==> src/rtl/alu_pkg.sv <==
// Package: operation codes and status byte bit positions shared by the ALU.
// Assumes an 8-bit status byte whose flag positions never move.
package alu_pkg;
    localparam int PSW_W   = 8;
    localparam int S_BIT   = 7;
    localparam int Z_BIT   = 6;
    localparam int AC_BIT  = 4;
    localparam int P_BIT   = 2;
    localparam int CY_BIT  = 0;
    localparam logic [PSW_W-1:0] PSW_MASK = 8'hD5;

    typedef enum logic [3:0] {
        OP_ADD = 4'd0,
        OP_SUB = 4'd1,
        OP_INC = 4'd2,
        OP_DEC = 4'd3,
        OP_AND = 4'd4,
        OP_OR  = 4'd5,
        OP_XOR = 4'd6,
        OP_NOT = 4'd7,
        OP_SHL = 4'd8,
        OP_SHR = 4'd9
    } alu_op_e;
endpackage

==> src/rtl/alu_datapath.sv <==
// Module: alu_datapath
// Combinational result path. Produces the result, the raw carry and nibble
// carry, and tells the caller which status bits must be preserved.
// Assumes DATA_W >= 8 so that a low nibble exists.
module alu_datapath
    import alu_pkg::*;
#(
    parameter int DATA_W = 8
) (
    input  logic [3:0]        op_code,
    input  logic [DATA_W-1:0] a,
    input  logic [DATA_W-1:0] b,
    output logic [DATA_W-1:0] res,
    output logic              cy_out,
    output logic              ac_out,
    output logic              keep_cy,
    output logic              keep_all,
    output logic              known
);
    localparam int NIB = 4;

    logic [DATA_W:0] wide;
    logic [NIB:0]    nib_sum;

    // Select the result and raw carries for the requested operation.
    always_comb begin
        res      = a;
        cy_out   = 1'b0;
        ac_out   = 1'b0;
        keep_cy  = 1'b0;
        keep_all = 1'b0;
        known    = 1'b1;
        wide     = '0;
        nib_sum  = '0;
        case (op_code)
            OP_ADD: begin
                wide    = {1'b0, a} + {1'b0, b};
                nib_sum = {1'b0, a[NIB-1:0]} + {1'b0, b[NIB-1:0]};
                res     = wide[DATA_W-1:0];
                cy_out  = wide[DATA_W];
                ac_out  = nib_sum[NIB];
            end
            OP_SUB: begin
                wide   = {1'b0, a} - {1'b0, b};
                res    = wide[DATA_W-1:0];
                cy_out = wide[DATA_W];
                ac_out = (b[NIB-1:0] > a[NIB-1:0]);
            end
            OP_INC: begin
                res     = a + 1'b1;
                ac_out  = &a[NIB-1:0];
                keep_cy = 1'b1;
            end
            OP_DEC: begin
                res     = a - 1'b1;
                ac_out  = ~|a[NIB-1:0];
                keep_cy = 1'b1;
            end
            OP_AND: res = a & b;
            OP_OR:  res = a | b;
            OP_XOR: res = a ^ b;
            OP_NOT: begin
                res      = ~a;
                keep_all = 1'b1;
            end
            OP_SHL: begin
                res    = {a[DATA_W-2:0], 1'b0};
                cy_out = a[DATA_W-1];
            end
            OP_SHR: begin
                res    = {1'b0, a[DATA_W-1:1]};
                cy_out = a[0];
            end
            default: known = 1'b0;
        endcase
    end
endmodule

==> src/rtl/alu_flag_gen.sv <==
// Module: alu_flag_gen
// Builds the next status byte from a result and its raw carries.
// Assumes the fixed bit layout of alu_pkg; unused bits are driven 0.
module alu_flag_gen
    import alu_pkg::*;
#(
    parameter int DATA_W = 8
) (
    input  logic [DATA_W-1:0] res,
    input  logic              cy_in,
    input  logic              ac_in,
    input  logic              keep_cy,
    input  logic [PSW_W-1:0]  psw_old,
    output logic [PSW_W-1:0]  psw_next
);
    logic [DATA_W:0] par_chain;

    assign par_chain[0] = 1'b0;
    for (genvar i = 0; i < DATA_W; i++) begin : g_par
        assign par_chain[i+1] = par_chain[i] ^ res[i];
    end

    // Place each flag at its fixed position.
    always_comb begin
        psw_next         = '0;
        psw_next[S_BIT]  = res[DATA_W-1];
        psw_next[Z_BIT]  = (res == '0);
        psw_next[AC_BIT] = ac_in;
        psw_next[P_BIT]  = ~par_chain[DATA_W];
        psw_next[CY_BIT] = keep_cy ? psw_old[CY_BIT] : cy_in;
    end
endmodule

==> src/rtl/byte_alu_core.sv <==
// Module: byte_alu_core
// Accumulator and status byte registers around the ALU datapath.
// An operation has priority over direct loads; the two loads are independent.
// Assumes a synchronous active-low reset.
module byte_alu_core
    import alu_pkg::*;
#(
    parameter int DATA_W = 8
) (
    input  logic              clk,
    input  logic              rst_n,
    input  logic              op_valid,
    input  logic [3:0]        op_code,
    input  logic              opnd_sel,
    input  logic [DATA_W-1:0] reg_opnd,
    input  logic [DATA_W-1:0] imm_opnd,
    input  logic              acc_load,
    input  logic [DATA_W-1:0] acc_wdata,
    input  logic              psw_load,
    input  logic [PSW_W-1:0]  psw_wdata,
    output logic [DATA_W-1:0] acc_q,
    output logic [PSW_W-1:0]  psw_q
);
    logic [DATA_W-1:0] operand;
    logic [DATA_W-1:0] res;
    logic              cy_raw;
    logic              ac_raw;
    logic              keep_cy;
    logic              keep_all;
    logic              known;
    logic [PSW_W-1:0]  psw_next;

    assign operand = opnd_sel ? imm_opnd : reg_opnd;

    alu_datapath #(.DATA_W(DATA_W)) u_dp (
        .op_code (op_code),
        .a       (acc_q),
        .b       (operand),
        .res     (res),
        .cy_out  (cy_raw),
        .ac_out  (ac_raw),
        .keep_cy (keep_cy),
        .keep_all(keep_all),
        .known   (known)
    );

    alu_flag_gen #(.DATA_W(DATA_W)) u_flags (
        .res     (res),
        .cy_in   (cy_raw),
        .ac_in   (ac_raw),
        .keep_cy (keep_cy),
        .psw_old (psw_q),
        .psw_next(psw_next)
    );

    // Update accumulator and status byte: reset, operation, then loads.
    always_ff @(posedge clk) begin
        if (!rst_n) begin
            acc_q <= '0;
            psw_q <= '0;
        end else if (op_valid) begin
            if (known) begin
                acc_q <= res;
                if (!keep_all) psw_q <= psw_next;
            end
        end else begin
            if (acc_load) acc_q <= acc_wdata;
            if (psw_load) psw_q <= psw_wdata & PSW_MASK;
        end
    end
endmodule

==> config.mk <==
export PLATFORM = sky130hd
export DESIGN_NAME = byte_alu_core
export DESIGN_NICKNAME = d
export VERILOG_FILES = /design/src/rtl/alu_pkg.sv /design/src/rtl/alu_datapath.sv /design/src/rtl/alu_flag_gen.sv /design/src/rtl/byte_alu_core.sv
export SDC_FILE = /design/constraint.sdc
export NUM_CORES = 1
export LEC_CHECK = 0
export ABC_AREA = 1
export BUFFER_PORTS_ARGS = -buffer_cell sky130_fd_sc_hd__buf_2
export CAP_MARGIN = 20
export CORE_MARGIN = 1
export CORE_UTILIZATION = 40
export CTS_BUF_LIST = sky130_fd_sc_hd__clkbuf_8
export CTS_CLUSTER_SIZE = 30
export DETAILED_ROUTE_END_ITERATION = 8
export PLACE_DENSITY = 0.7
export SETUP_SLACK_MARGIN = 0.02
export SYNTH_ARGS = -nofsm -noshare
export SYNTH_HDL_FRONTEND = slang
export SYNTH_SLANG_ARGS = --single-unit
==> constraint.sdc <==
create_clock -name clk -period 4.7 [get_ports clk]
set_input_delay 0.94 -clock clk [delete_from_list [all_inputs] [get_ports clk]]
set_output_delay 0.94 -clock clk [all_outputs]
set_load 0.02 [all_outputs]
* After elaboration in Yosys (flattened, before gate mapping) *
Cells that the tools add are included.

word-level totals
  bits in read-only memories = 0
  latch bits = 0
  bits in writable memories = 0
  output and inout bits = 16
  register bits after elaboration = 16
  bits of input ports = 42
  word-level logic and storage cells = 60
  memories kept = 0

cells by class
  $mul = 0
  reduce and logical (&&, ||, !) cells = 12
  muxes and demuxes = 15
  equality and inequality tests = 12
  $add $sub $neg = 5
  magnitude comparators = 1
  divide/modulo/power cells = 0
  shift-type cells = 0
  bitwise logic cells = 12

operator list
  operator             count
  $pmux 8 s10          1
  $mux 8               8
  $eq 4x3->1 const B   4
  $reduce_or 10->1     1
  $add 8x8->9          1
  $sub 8x8->9          1
  $add 8x1->8 const B  1
  $and 8x8->8          1
  $eq 4x2->1 const B   2
  $eq 4x4->1 const B   2
  $logic_not 8->1      1
  $not 8->8            1
  $or 8x8->8           1
  $pmux 1 s4           2
  $reduce_and 4->1     2
  $sub 8x1->8 const B  1
  $xor 8x8->8          1
  $xor 1x1->1          7
  $add 4x4->5          1
  $eq 4x1->1 const B   1
  $gt 4x4->1           1
  $logic_not 4->1      1
  $mux 1               4
  $ne 2x2->1 const B   2
  8 further kinds      9

* Depth between registers and ports, before layout *
Gate-level depths: netlist of the first run.

  word-level depth = 14
  depth in mapped cells = 27
  depth with buffers taken out = 27

* Hierarchy *
A second synthesis of the first run with hierarchy kept.

unflattened totals
  cell total of the unflattened synthesis = 491
  area, all modules = 2971.6 µm²

modules (own cells, without submodules)
  module         seq. area each (µm²)  instances  area each (µm²)  cells an instance
  alu_datapath   0.0                   1          1737.9           302
  byte_alu_core  320.3                 1          1031.0           146
  alu_flag_gen   0.0                   1          202.7            43

* Least setup slack after synthesis of the first run *
Ideal clock, no wire load.

  path kind = input to register
  from = input port opnd_sel
  to = register psw_q[2]
  stages = 24
  path buffers = 1
  arrival time = 3.729 ns
  path slack = 0.862 ns
  library setup time = 0.109 ns
  cell sequence = clkbuf_1 nand2_1 o21ai_0 inv_1 ha_1 fa_1 nand2_1 o21ai_0 a221oi_1 o2111ai_1 o21ai_0 ha_1 inv_1 nand3_1 nand2_1 nand2_1 nand3_1 nand2_1 nand2_1 nand3_1 nand2_1 nand3_1 nand2_1 inv_1

on the way
  longest elaborated chain between the ends = 14

ends and longest elaborated chain
  element                              RTL line             text
  from (decl)                          byte_alu_core.sv:14  input logic opnd_sel,
  $mux 8 (*)                           byte_alu_core.sv:33  assign operand = opnd_sel ? imm_opnd : reg_opnd;
  $sub 8x8->9 (tied with other cells)  alu_datapath.sv:44   wide = {1'b0, a} - {1'b0, b};
  $pmux 8 s10 (*)                      alu_datapath.sv:35   case (op_code)
  $xor 1x1->1 (6 in series)            alu_flag_gen.sv:20   assign par_chain[i+1] = par_chain[i] ^ res[i];
  $xor 1x1->1 (*)                      alu_flag_gen.sv:20
  $not 1->1 (*)                        alu_flag_gen.sv:29   psw_next[P_BIT] = ~par_chain[DATA_W];
  $mux 8 (*)                           byte_alu_core.sv:64  if (!keep_all) psw_q <= psw_next;
  $mux 8 (*)                           byte_alu_core.sv:62  if (known) begin
  $mux 8 (*)                           byte_alu_core.sv:61  end else if (op_valid) begin
  to (signal assigned)                 byte_alu_core.sv:64
  to (signal assigned)                 byte_alu_core.sv:68  if (psw_load) psw_q <= psw_wdata & PSW_MASK;
  to (decl)                            byte_alu_core.sv:22  output logic [PSW_W-1:0] psw_q

Every way passes the cells marked *; elsewhere a longest branch is shown, timed or not. The select of a mux whose other input is x is not followed.
A chain may end at the register's enable or synchronous reset.

* Worst setup path in the final report of the first run *
Ends and elaborated chain as after synthesis.

==> impl_metrics.json, run 1 <==
{
  "drt_iter0_drc": 345,
  "cts_resized": 0,
  "slew_violations": 0,
  "synth_top_family_by_area": "simple AND/OR/NAND/NOR gates",
  "multiInputGateArea_sq_mm": 0.002231,
  "finalSetupViolations": 0,
  "cts_max_level": 1,
  "antenna_found_initial": 0,
  "peakVddDrop_v": 0.0002676,
  "gr-usage-met2_pct": 40.00,
  "wirelength_microns": 9320,
  "postCtsSetupRepairBufs": 0,
  "use_met1_pct": 36.09,
  "cts_tree": "built",
  "crit_fanout": 16,
  "yosysTopAreaCellShare_pct": 19.86,
  "pin_count": 58,
  "grt_max_degree": 21,
  "chipHeight_microns": 85.63,
  "root_buffer": "clkbuf_8",
  "tns_ns": 0,
  "yosysWarnings": 0,
  "final_cell_mix": "nand2_1, inv_1, buf_2",
  "antennaDiodeCount": 0,
  "outcome": "completed",
  "nFillCells": 714,
  "synth-main-ff-cell": "dfxtp_1",
  "grt_pass1_vias": 3065,
  "fin_crit_sh_pct": 89.60,
  "area_delta_synth_final_pct": 13.95,
  "finalPower_w": 0.0005979,
  "cts_sinks": 13,
  "critical_path_arrival_ns": 4.36,
  "grt_pass1_wl_microns": 14980,
  "p_leak_nw": 1.735,
  "muxShareOfSynthArea_pct": 0,
  "grtUsageTotal_pct": 25.41,
  "synthAdderAreaFrac_pct": 16.19,
  "cts_buffer_depth": 2,
  "reg2regPathDepth": 19,
  "core-area_sq_mm": 0.006756,
  "die_w_microns": 85.63,
  "row_count": 30,
  "synth-async-reset-ratio_pct": 0,
  "syn_inst": 501,
  "holdCritStartpoint": "psw_q[4]",
  "path_clk_slew_ns": 0.06,
  "cts_buffers": 3,
  "end_kind": "flop",
  "synthSimpleGateAreaFrac_pct": 42.40,
  "synth.distinct_cells": 41,
  "drive_gt1_share_pct": 13.90,
  "min_path_type": "reg2reg",
  "port_buffers": 51,
  "synth_top_area_cell": "nand2_1",
  "final_common_cell": "nand2_1",
  "overflow": 0,
  "post-route-drc-count": 0,
  "clk_latency_ns": 0.25,
  "grt_setup_unrepaired": "false",
  "tightest_slew_ns": 0.6269,
  "use_met3_pct": 3.561,
  "regToRegStartpoint": "acc_q[4]",
  "whs_path_depth": 2,
  "vias_per_cell": 5.576,
  "nets": 632,
  "vias": 3535,
  "period_needed_ns": 4.211,
  "path_class": "in2reg",
  "maxCapViolations": 0,
  "cp.required_ns": 4.85,
  "synth_edf_count": 0,
  "busiest_layer": "met2",
  "seqCellArea_sq_um": 260.3,
  "die-area_sq_mm": 0.007333,
  "hpwl_microns": 7323,
  "synth_area_sq_mm": 0.002798,
  "r2r_slack_ns": 1.38,
  "syn_area_per_cell_sq_um": 5.584,
  "final-hold-violation-count": 0,
  "synth_seq_area_share_pct": 9.302,
  "max_freq_mhz": 237.5,
  "worstReg2RegEnd": "psw_q[2]",
  "max_slew_margin_pct": 57.68,
  "gp_congestion": 0.9473,
  "start_util_pct": 41.41,
  "route.antenna.remaining_nets": 0,
  "synth_area_leaders": "nand2_1, ha_1, dfxtp_1",
  "power_density_mw_per_mm2": 187.5,
  "drtPass1Iterations": 5,
  "cts_hold_buf": 0,
  "synth.ff_latch_count": 13,
  "routedWlPerCell_microns": 14.70,
  "skew_ns": 0.007647,
  "synth-xor-area-share_pct": 0.9392,
  "synth-compound-area-share_pct": 19.81,
  "critPathLaunchType": "primary input",
  "min_to": "psw_q[4]"
}
[cell usage after synthesis (all sizes together) (3+ instances only)]
master	n
nor2	55
o31ai	4
a21oi	30
ha	33
dfxtp	13
buf	6
clkbuf	3
xor2	3
inv	65
o211ai	10
clkinv	4
nor3	5
nand4	9
nand3	47
o21ai	36
nand2	156
[cell type report]
type,count,share of cell area [%]
sequential,13,8.163
clock inverter,1,0.1177
multi-input combinational,412,69.98
tap,80,3.140
inverter,69,8.124
clock buffer,3,1.295
timing repair buffer,56,9.184
[report_power, final]
| group | internal (W) | switching [W] | total (W) |
|---|---|---|---|
| Combinational | 0.000120 | 0.000244 | 0.000364 |
| Clock | 0.0000576 | 0.0000402 | 0.0000979 |
| Sequential | 0.000121 | 0.0000153 | 0.000136 |
| Total | 0.000298 | 0.000300 | 0.000598 |
[worst max path at each step]
stage | start | endpoint
2_1_floorplan | opnd_sel | psw_q[2]
3_3_place_gp | opnd_sel | psw_q[2]
3_5_place_dp | opnd_sel | psw_q[2]
4_1_cts | opnd_sel | psw_q[2]
5_1_grt | opnd_sel | psw_q[2]
6_report | opnd_sel | psw_q[2]
[per-layer routing]
metal,wire (microns),vias up
met4,214,0
met2,4052,204
met5,0,-
met1,4177,1554
li1,-,1755
met3,876,22
[critical path: stages]
cell and delay (ns):
buf_2 0.17, o21ai_0 0.42, inv_1 0.12, ha_1 0.29, fa_1 0.44, nand2_1 0.07, o21ai_0 0.10, a221oi_1 0.23
o2111ai_1 0.20, o21ai_0 0.18, ha_1 0.32, inv_1 0.08, nand3_1 0.07, nand2_1 0.07, nand2_1 0.06, nand3_1 0.13
nand2_1 0.08, nand2_1 0.06, nand2_1 0.05, nand3_1 0.06, nand3_1 0.10, nand2_1 0.07, inv_1 0.03
[flip-flops by register name, indices dropped and copies added, names as in the netlist]
name,flops
psw_q,5
acc_q,8
[metrics by stage]
step | instances | worst slack, ns | hold slack [ns] | util [%] | area (sq um)
6_report | 634 | 0.4890 | 0.5443 | 47.19 | 3188
5_1_grt | 634 | 0.1544 | 0.5677 | 47.19 | 3188
4_1_cts | 634 | 0.5566 | 0.5451 | 47.19 | 3188
3_5_place_dp | 630 | 0.3023 | 0.5370 | 46.52 | 3143
3_3_place_gp | 630 | 0.4028 | 0.5237 | 46.52 | 3143
2_1_floorplan | 503 | 0.8618 | 0.6051 | - | 2805
[cells by family after synthesis]
logic type,count (synthesis)
buffers and inverters,78
DFF,13
AOI/OAI and AO/OA,95
other,1
adders and majority gates,35
and+or+nand+nor,276
xor gates and xnor gates,3
(Power assumes the default switching activity.)
==> run 2, diff against run 1 <==
--- a/config.mk
+++ b/config.mk
@@ -5,9 +5,8 @@
 export SDC_FILE = /design/constraint.sdc
 export NUM_CORES = 1
 export LEC_CHECK = 0
-export ABC_AREA = 1
+export ABC_AREA = 0
 export BUFFER_PORTS_ARGS = -buffer_cell sky130_fd_sc_hd__buf_2
-export CAP_MARGIN = 20
 export CORE_MARGIN = 1
 export CORE_UTILIZATION = 40
 export CTS_BUF_LIST = sky130_fd_sc_hd__clkbuf_8
==> run 2 against run 1 <==
Clock skew shrank 0.0041 ns; worst hold slack worse by 0.036 ns; core utilization shrank 0.39 points; first-iteration DRC count up 11%; cell area grew 0.27%; synthesized cell count down 20%; combinational power rose by 16%; fmax rose by 1.4%; non-clock buffer count increased by 6; critical endpoint unchanged.
==> impl_metrics.json, run 2 <==
{
  "final_cell_mix": "buf_2, a21oi_1, o21ai_0",
  "cp.required_ns": 4.83,
  "grt_setup_unrepaired": "false",
  "fin_crit_sh_pct": 88.32,
  "vias": 3276,
  "synth_seq_area_share_pct": 9.175,
  "postCtsSetupRepairBufs": 0,
  "path_class": "in2reg",
  "cpMostUsedCell": "a21oi_1",
  "power_density_mw_per_mm2": 210.1,
  "cts_resized": 0,
  "fin_ws_ns": 0.5488,
  "syn_area_per_cell_sq_um": 7.073,
  "die-area_sq_mm": 0.007432,
  "drt_iter0_drc": 383,
  "grt_pass1_vias": 2949,
  "post-route-drc-count": 0,
  "drtPass1Iterations": 5,
  "drt-met1-wl_microns": 3951,
  "area_delta_synth_final_pct": 12.70,
  "outcome": "completed",
  "maxCapViolations": 0,
  "nets": 516,
  "cts_sinks": 13,
  "grt_max_degree": 26,
  "post-place-ws_ns": 0.3888,
  "clk_latency_ns": 0.25,
  "synth_area_sq_mm": 0.002836,
  "critical_path_arrival_ns": 4.28,
  "final_common_cell": "buf_2",
  "antenna_found_initial": 0,
  "crit_fanout": 4,
  "tightest_slew_ns": 1.060,
  "synth_top_area_cell": "ha_1",
  "synth.distinct_cells": 71,
  "cts_buffer_depth": 2,
  "yosysMostFrequentCell": "a21oi_1",
  "regMostFlops": "acc_q",
  "crit_chain": "buf_2 -> mux2i_1 -> inv_1 -> ha_1 -> fa_1 -> nand2b_1 -> a21oi_1 -> nor2_1 -> a2bb2oi_1 -> a21oi_1 -> o32ai_2 -> xnor3_1 -> xnor3_1 -> xnor2_1 -> a21oi_1",
  "largest_reg_flops": 8,
  "cts_max_level": 1,
  "port_buffers": 51,
  "synth_area_leaders": "ha_1, dfxtp_1, a21oi_1",
  "grt_pass1_wl_microns": 14700,
  "p_leak_nw": 1.446,
  "placed_cell_area_sq_mm": 0.003152,
  "chipHeight_microns": 86.21,
  "row_count": 30,
  "max_freq_mhz": 240.9,
  "slowest_stage": "xnor3_1",
  "yosysTopAreaCellShare_pct": 14.56,
  "wirelength_microns": 8920,
  "synth.ff_latch_count": 13,
  "cts_tree": "built",
  "critPathLaunchType": "primary input",
  "synth-main-ff-cell": "dfxtp_1",
  "route.antenna.remaining_nets": 0,
  "syn_inst": 401,
  "drive_gt1_share_pct": 16.89,
  "final-hold-violation-count": 0,
  "end_kind": "flop",
  "overflow": 0,
  "hpwl_microns": 6621,
  "start_util_pct": 41.52,
  "path_clk_slew_ns": 0.06,
  "cp_num_buf_inv": 2,
  "synth_edf_count": 0,
  "crit_family": "XOR/XNOR gates",
  "vias_per_cell": 6.135,
  "yosysWarnings": 0,
  "synth.cells.most_frequent": "a21oi_1, o21ai_0, ha_1, nand2_1, nor2_1",
  "slew_violations": 0,
  "dr_wl_met2_microns": 3982,
  "tns_ns": 0,
  "min_path_type": "reg2reg",
  "root_buffer": "clkbuf_8",
  "finalSetupViolations": 0,
  "routedWlPerCell_microns": 16.70,
  "core-area_sq_mm": 0.006832,
  "grtUsageTotal_pct": 24.54,
  "stdcell_count": 534,
  "cts_hold_buf": 0,
  "skew_ns": 0.003497,
  "routed.top_layer": "met4",
  "die_w_microns": 86.21,
  "wl_met3_microns": 827,
  "final_area_sq_mm": 0.003197,
  "peakVddDrop_v": 0.0001946,
  "gp_congestion": 0.9272,
  "max_slew_margin_pct": 29.35,
  "synth-async-reset-ratio_pct": 0,
  "place_inst": 530,
  "max_stage_delay_ns": 0.50,
  "period_needed_ns": 4.151,
  "pin_count": 58,
  "antennaDiodeCount": 0,
  "biggestRegsByFlops": "acc_q x8, psw_q x5",
  "r2r_slack_ns": 0.94,
  "hold_ws_ns": 0.5081,
  "cts_buffers": 3
}
==> run 2: path summary, 6_finish.rpt <==
check	startpoint	end	cells past startpoint
max reg2reg	acc_q[1]	psw_q[2]	12
min reg2reg	psw_q[4]	psw_q[4]	1
max	opnd_sel	psw_q[2]	15
min	psw_q[4]	psw_q[4]	1
==> run 2: logic make-up after synthesis <==
family | after synthesis | share of synthesized area [%]
flops | 13 | 9.175
mux | 18 | 6.352
buf+inv | 59 | 8.999
compound gates | 147 | 33.83
fa+ha+maj | 35 | 15.97
other cells | 1 | 0.1322
xor+xnor | 9 | 3.749
simple gates | 119 | 21.79
==> run 2: power breakdown <==
part | internal [W] | switching, W | total, W
clock | 0.0000578 | 0.0000418 | 0.0000996
sequential | 0.000123 | 0.0000252 | 0.000148
combinational | 0.000171 | 0.000253 | 0.000424
total | 0.000352 | 0.000320 | 0.000672
==> run 2: layer usage <==
layer  vias up  GRT usage (%)
li1       1548              -
met1      1479          35.01
met5         -              0
met4         0          8.333
met2       229          39.32
met3        20          1.333
==> run 2: layout make-up <==
class / instances / area [sq um]
multi-input cells: 331 / 2328
flip-flops and latches: 13 / 260.3
inverters: 28 / 105.1
repair buffers: 62 / 337.8
fillers: 707 / 3635
clock buffers: 3 / 41.29
well taps: 96 / 120.1
clock inverters: 1 / 3.754
==> run 2: metrics by stage <==
stage	utilization (%)	power, W
finish	46.79	0.0006718
CTS	46.79	0.0006638
global route	46.79	0.0007201
detailed placement	46.14	0.0005613
global placement	46.14	0.0005510
floorplan	-	0.0004521
==> run 3, diff against run 2 <==
--- a/config.mk
+++ b/config.mk
@@ -12,7 +12,6 @@
 export CTS_BUF_LIST = sky130_fd_sc_hd__clkbuf_8
 export CTS_CLUSTER_SIZE = 30
 export DETAILED_ROUTE_END_ITERATION = 8
-export PLACE_DENSITY = 0.7
 export SETUP_SLACK_MARGIN = 0.02
 export SYNTH_ARGS = -nofsm -noshare
 export SYNTH_HDL_FRONTEND = slang
==> run 3 against run 2 <==
Fmax up 4.1%; clock power down 2.7%; setup slack better by 0.16 ns; highest routed layer unchanged.
==> impl_metrics.json, run 3 (same netlist as run 2, synthesis figures left out) <==
{
  "outcome": "completed",
  "postCtsSetupRepairBufs": 0,
  "overflow": 0,
  "p_int_w": 0.0003508,
  "reg2regPathDepth": 12,
  "gp_congestion": 0.8949,
  "worstReg2RegEnd": "psw_q[2]",
  "clk_latency_ns": 0.24,
  "final_common_cell": "buf_2",
  "wirelength_microns": 8970,
  "comb_power_share_pct": 62.7,
  "crit_fanout": 4,
  "p_sw_share_pct": 47.08,
  "power_frac_seq_pct": 22.7,
  "critPathLaunchType": "primary input",
  "peakVddDrop_v": 0.0001755,
  "r2r_slack_ns": 1.08,
  "drive_gt1_share_pct": 16.70,
  "die-area_sq_mm": 0.007432,
  "cts_resized": 0,
  "pin_count": 58,
  "fin_ws_ns": 0.7108,
  "p_leak_nw": 1.440,
  "stdcell_count": 533,
  "finalPower_w": 0.0006629,
  "whs_path_depth": 1,
  "cts_buffers": 3,
  "start_util_pct": 41.52,
  "cp.required_ns": 4.82,
  "maxCapViolations": 0,
  "path_class": "in2reg",
  "die_w_microns": 86.21,
  "regToRegStartpoint": "acc_q[2]",
  "drt_iter0_drc": 238,
  "cts_tree": "built",
  "cp-startpoint": "opnd_sel",
  "post-place-ws_ns": 0.4600,
  "max_freq_mhz": 250.7,
  "post-route-drc-count": 0,
  "biggestRegsByFlops": "acc_q x8, psw_q x5",
  "crit_chain": "buf_2 -> mux2i_1 -> inv_1 -> ha_1 -> fa_1 -> nand2b_1 -> a21oi_1 -> nor2_1 -> a2bb2oi_1 -> a21oi_1 -> o32ai_2 -> xnor3_1 -> xnor3_1 -> xnor2_1 -> a21oi_1",
  "drtPass1Iterations": 5,
  "grt_pass1_wl_microns": 14580,
  "period_needed_ns": 3.989,
  "vias_per_cell": 5.991,
  "area_delta_synth_final_pct": 12.44,
  "tns_ns": 0,
  "slew_violations": 0,
  "grt_max_degree": 33,
  "hpwl_microns": 6681,
  "nets": 515,
  "antenna_found_initial": 0,
  "cts_max_level": 1,
  "antennaDiodeCount": 0,
  "cts_hold_buf": 0,
  "final-hold-violation-count": 0,
  "cts_buffer_depth": 2,
  "fin_crit_sh_pct": 84.88,
  "tightest_slew_ns": 1.119,
  "finalSetupViolations": 0,
  "min_path_type": "reg2reg",
  "route.antenna.remaining_nets": 0,
  "cpMostUsedCell": "a21oi_1",
  "grtUsageTotal_pct": 24.35,
  "chipHeight_microns": 86.21,
  "final_cell_mix": "buf_2, a21oi_1, o21ai_0",
  "regMostFlops": "acc_q",
  "grt_pass1_vias": 2953,
  "end_kind": "flop",
  "path_clk_slew_ns": 0.05,
  "critical_path_arrival_ns": 4.11,
  "max_stage_delay_ns": 0.50,
  "root_buffer": "clkbuf_8",
  "max_slew_margin_pct": 25.39,
  "port_buffers": 51,
  "vias": 3193,
  "grt_setup_unrepaired": "false",
  "core-area_sq_mm": 0.006832,
  "power.switching_w": 0.0003121,
  "slowest_stage": "xnor3_1",
  "clkPwrFrac_pct": 14.6,
  "power_density_mw_per_mm2": 207.9,
  "routedWlPerCell_microns": 16.83,
  "cts_sinks": 13,
  "largest_reg_flops": 8,
  "skew_ns": 0.004691,
  "critPathCapture": "psw_q[2]",
  "row_count": 30,
  "place_inst": 529
}
-- run 3: power groups by stage --
stage                     combinational [W]   clock, W  sequential (W)
after detailed placement           0.000408          0        0.000152
after global placement             0.000406          0        0.000152
after global routing               0.000458   0.000105        0.000153
after floorplan                    0.000298          0        0.000154
after CTS                          0.000410  0.0000995        0.000150
final                              0.000416  0.0000969        0.000150
-- run 3: layout make-up --
type / instances / area, sq um
clock buffer: 3 / 41.29
inverter: 28 / 105.1
tap: 96 / 120.1
fill: 719 / 3642
multi-input combinational: 331 / 2328
timing repair buffer: 61 / 330.3
sequential: 13 / 260.3
clock inverter: 1 / 3.754
-- run 3: per-stage QoR --
stage	util, %	cell area, sq um	hold WS [ns]
3_5_place_dp	46.03	3144	0.4825
5_1_grt	46.69	3189	0.5125
3_3_place_gp	46.03	3144	0.4794
2_1_floorplan	-	2844	0.6081
4_1_cts	46.69	3189	0.5013
6_report	46.69	3189	0.4933
-- run 3: worst max-delay path, delay by kind of cell --
kind | cells | cell delay, ns
fa+ha+maj | 2 | 0.68
xor+xnor | 3 | 0.85
mux | 1 | 0.30
simple gates | 2 | 0.31
compound gates | 5 | 0.79
buf+inv | 2 | 0.24
-- run 3: how the worst min path moves through the flow --
stage,start,end
finish,psw_q[4],psw_q[4]
global route,psw_q[4],psw_q[4]
CTS,psw_q[4],psw_q[4]
detailed placement,psw_q[4],psw_q[4]
global placement,psw_q[4],psw_q[4]
floorplan,psw_q[0],psw_q[0]
-- run 3: routing by layer --
layer  vias to the layer above  GRT usage (%)  routed length (microns)
met5                         -              0                        0
met4                         0          8.939                      198
met3                        17          1.143                      683
met2                       166          39.32                     4058
met1                      1464          34.36                     4029
li1                       1546              -                        -
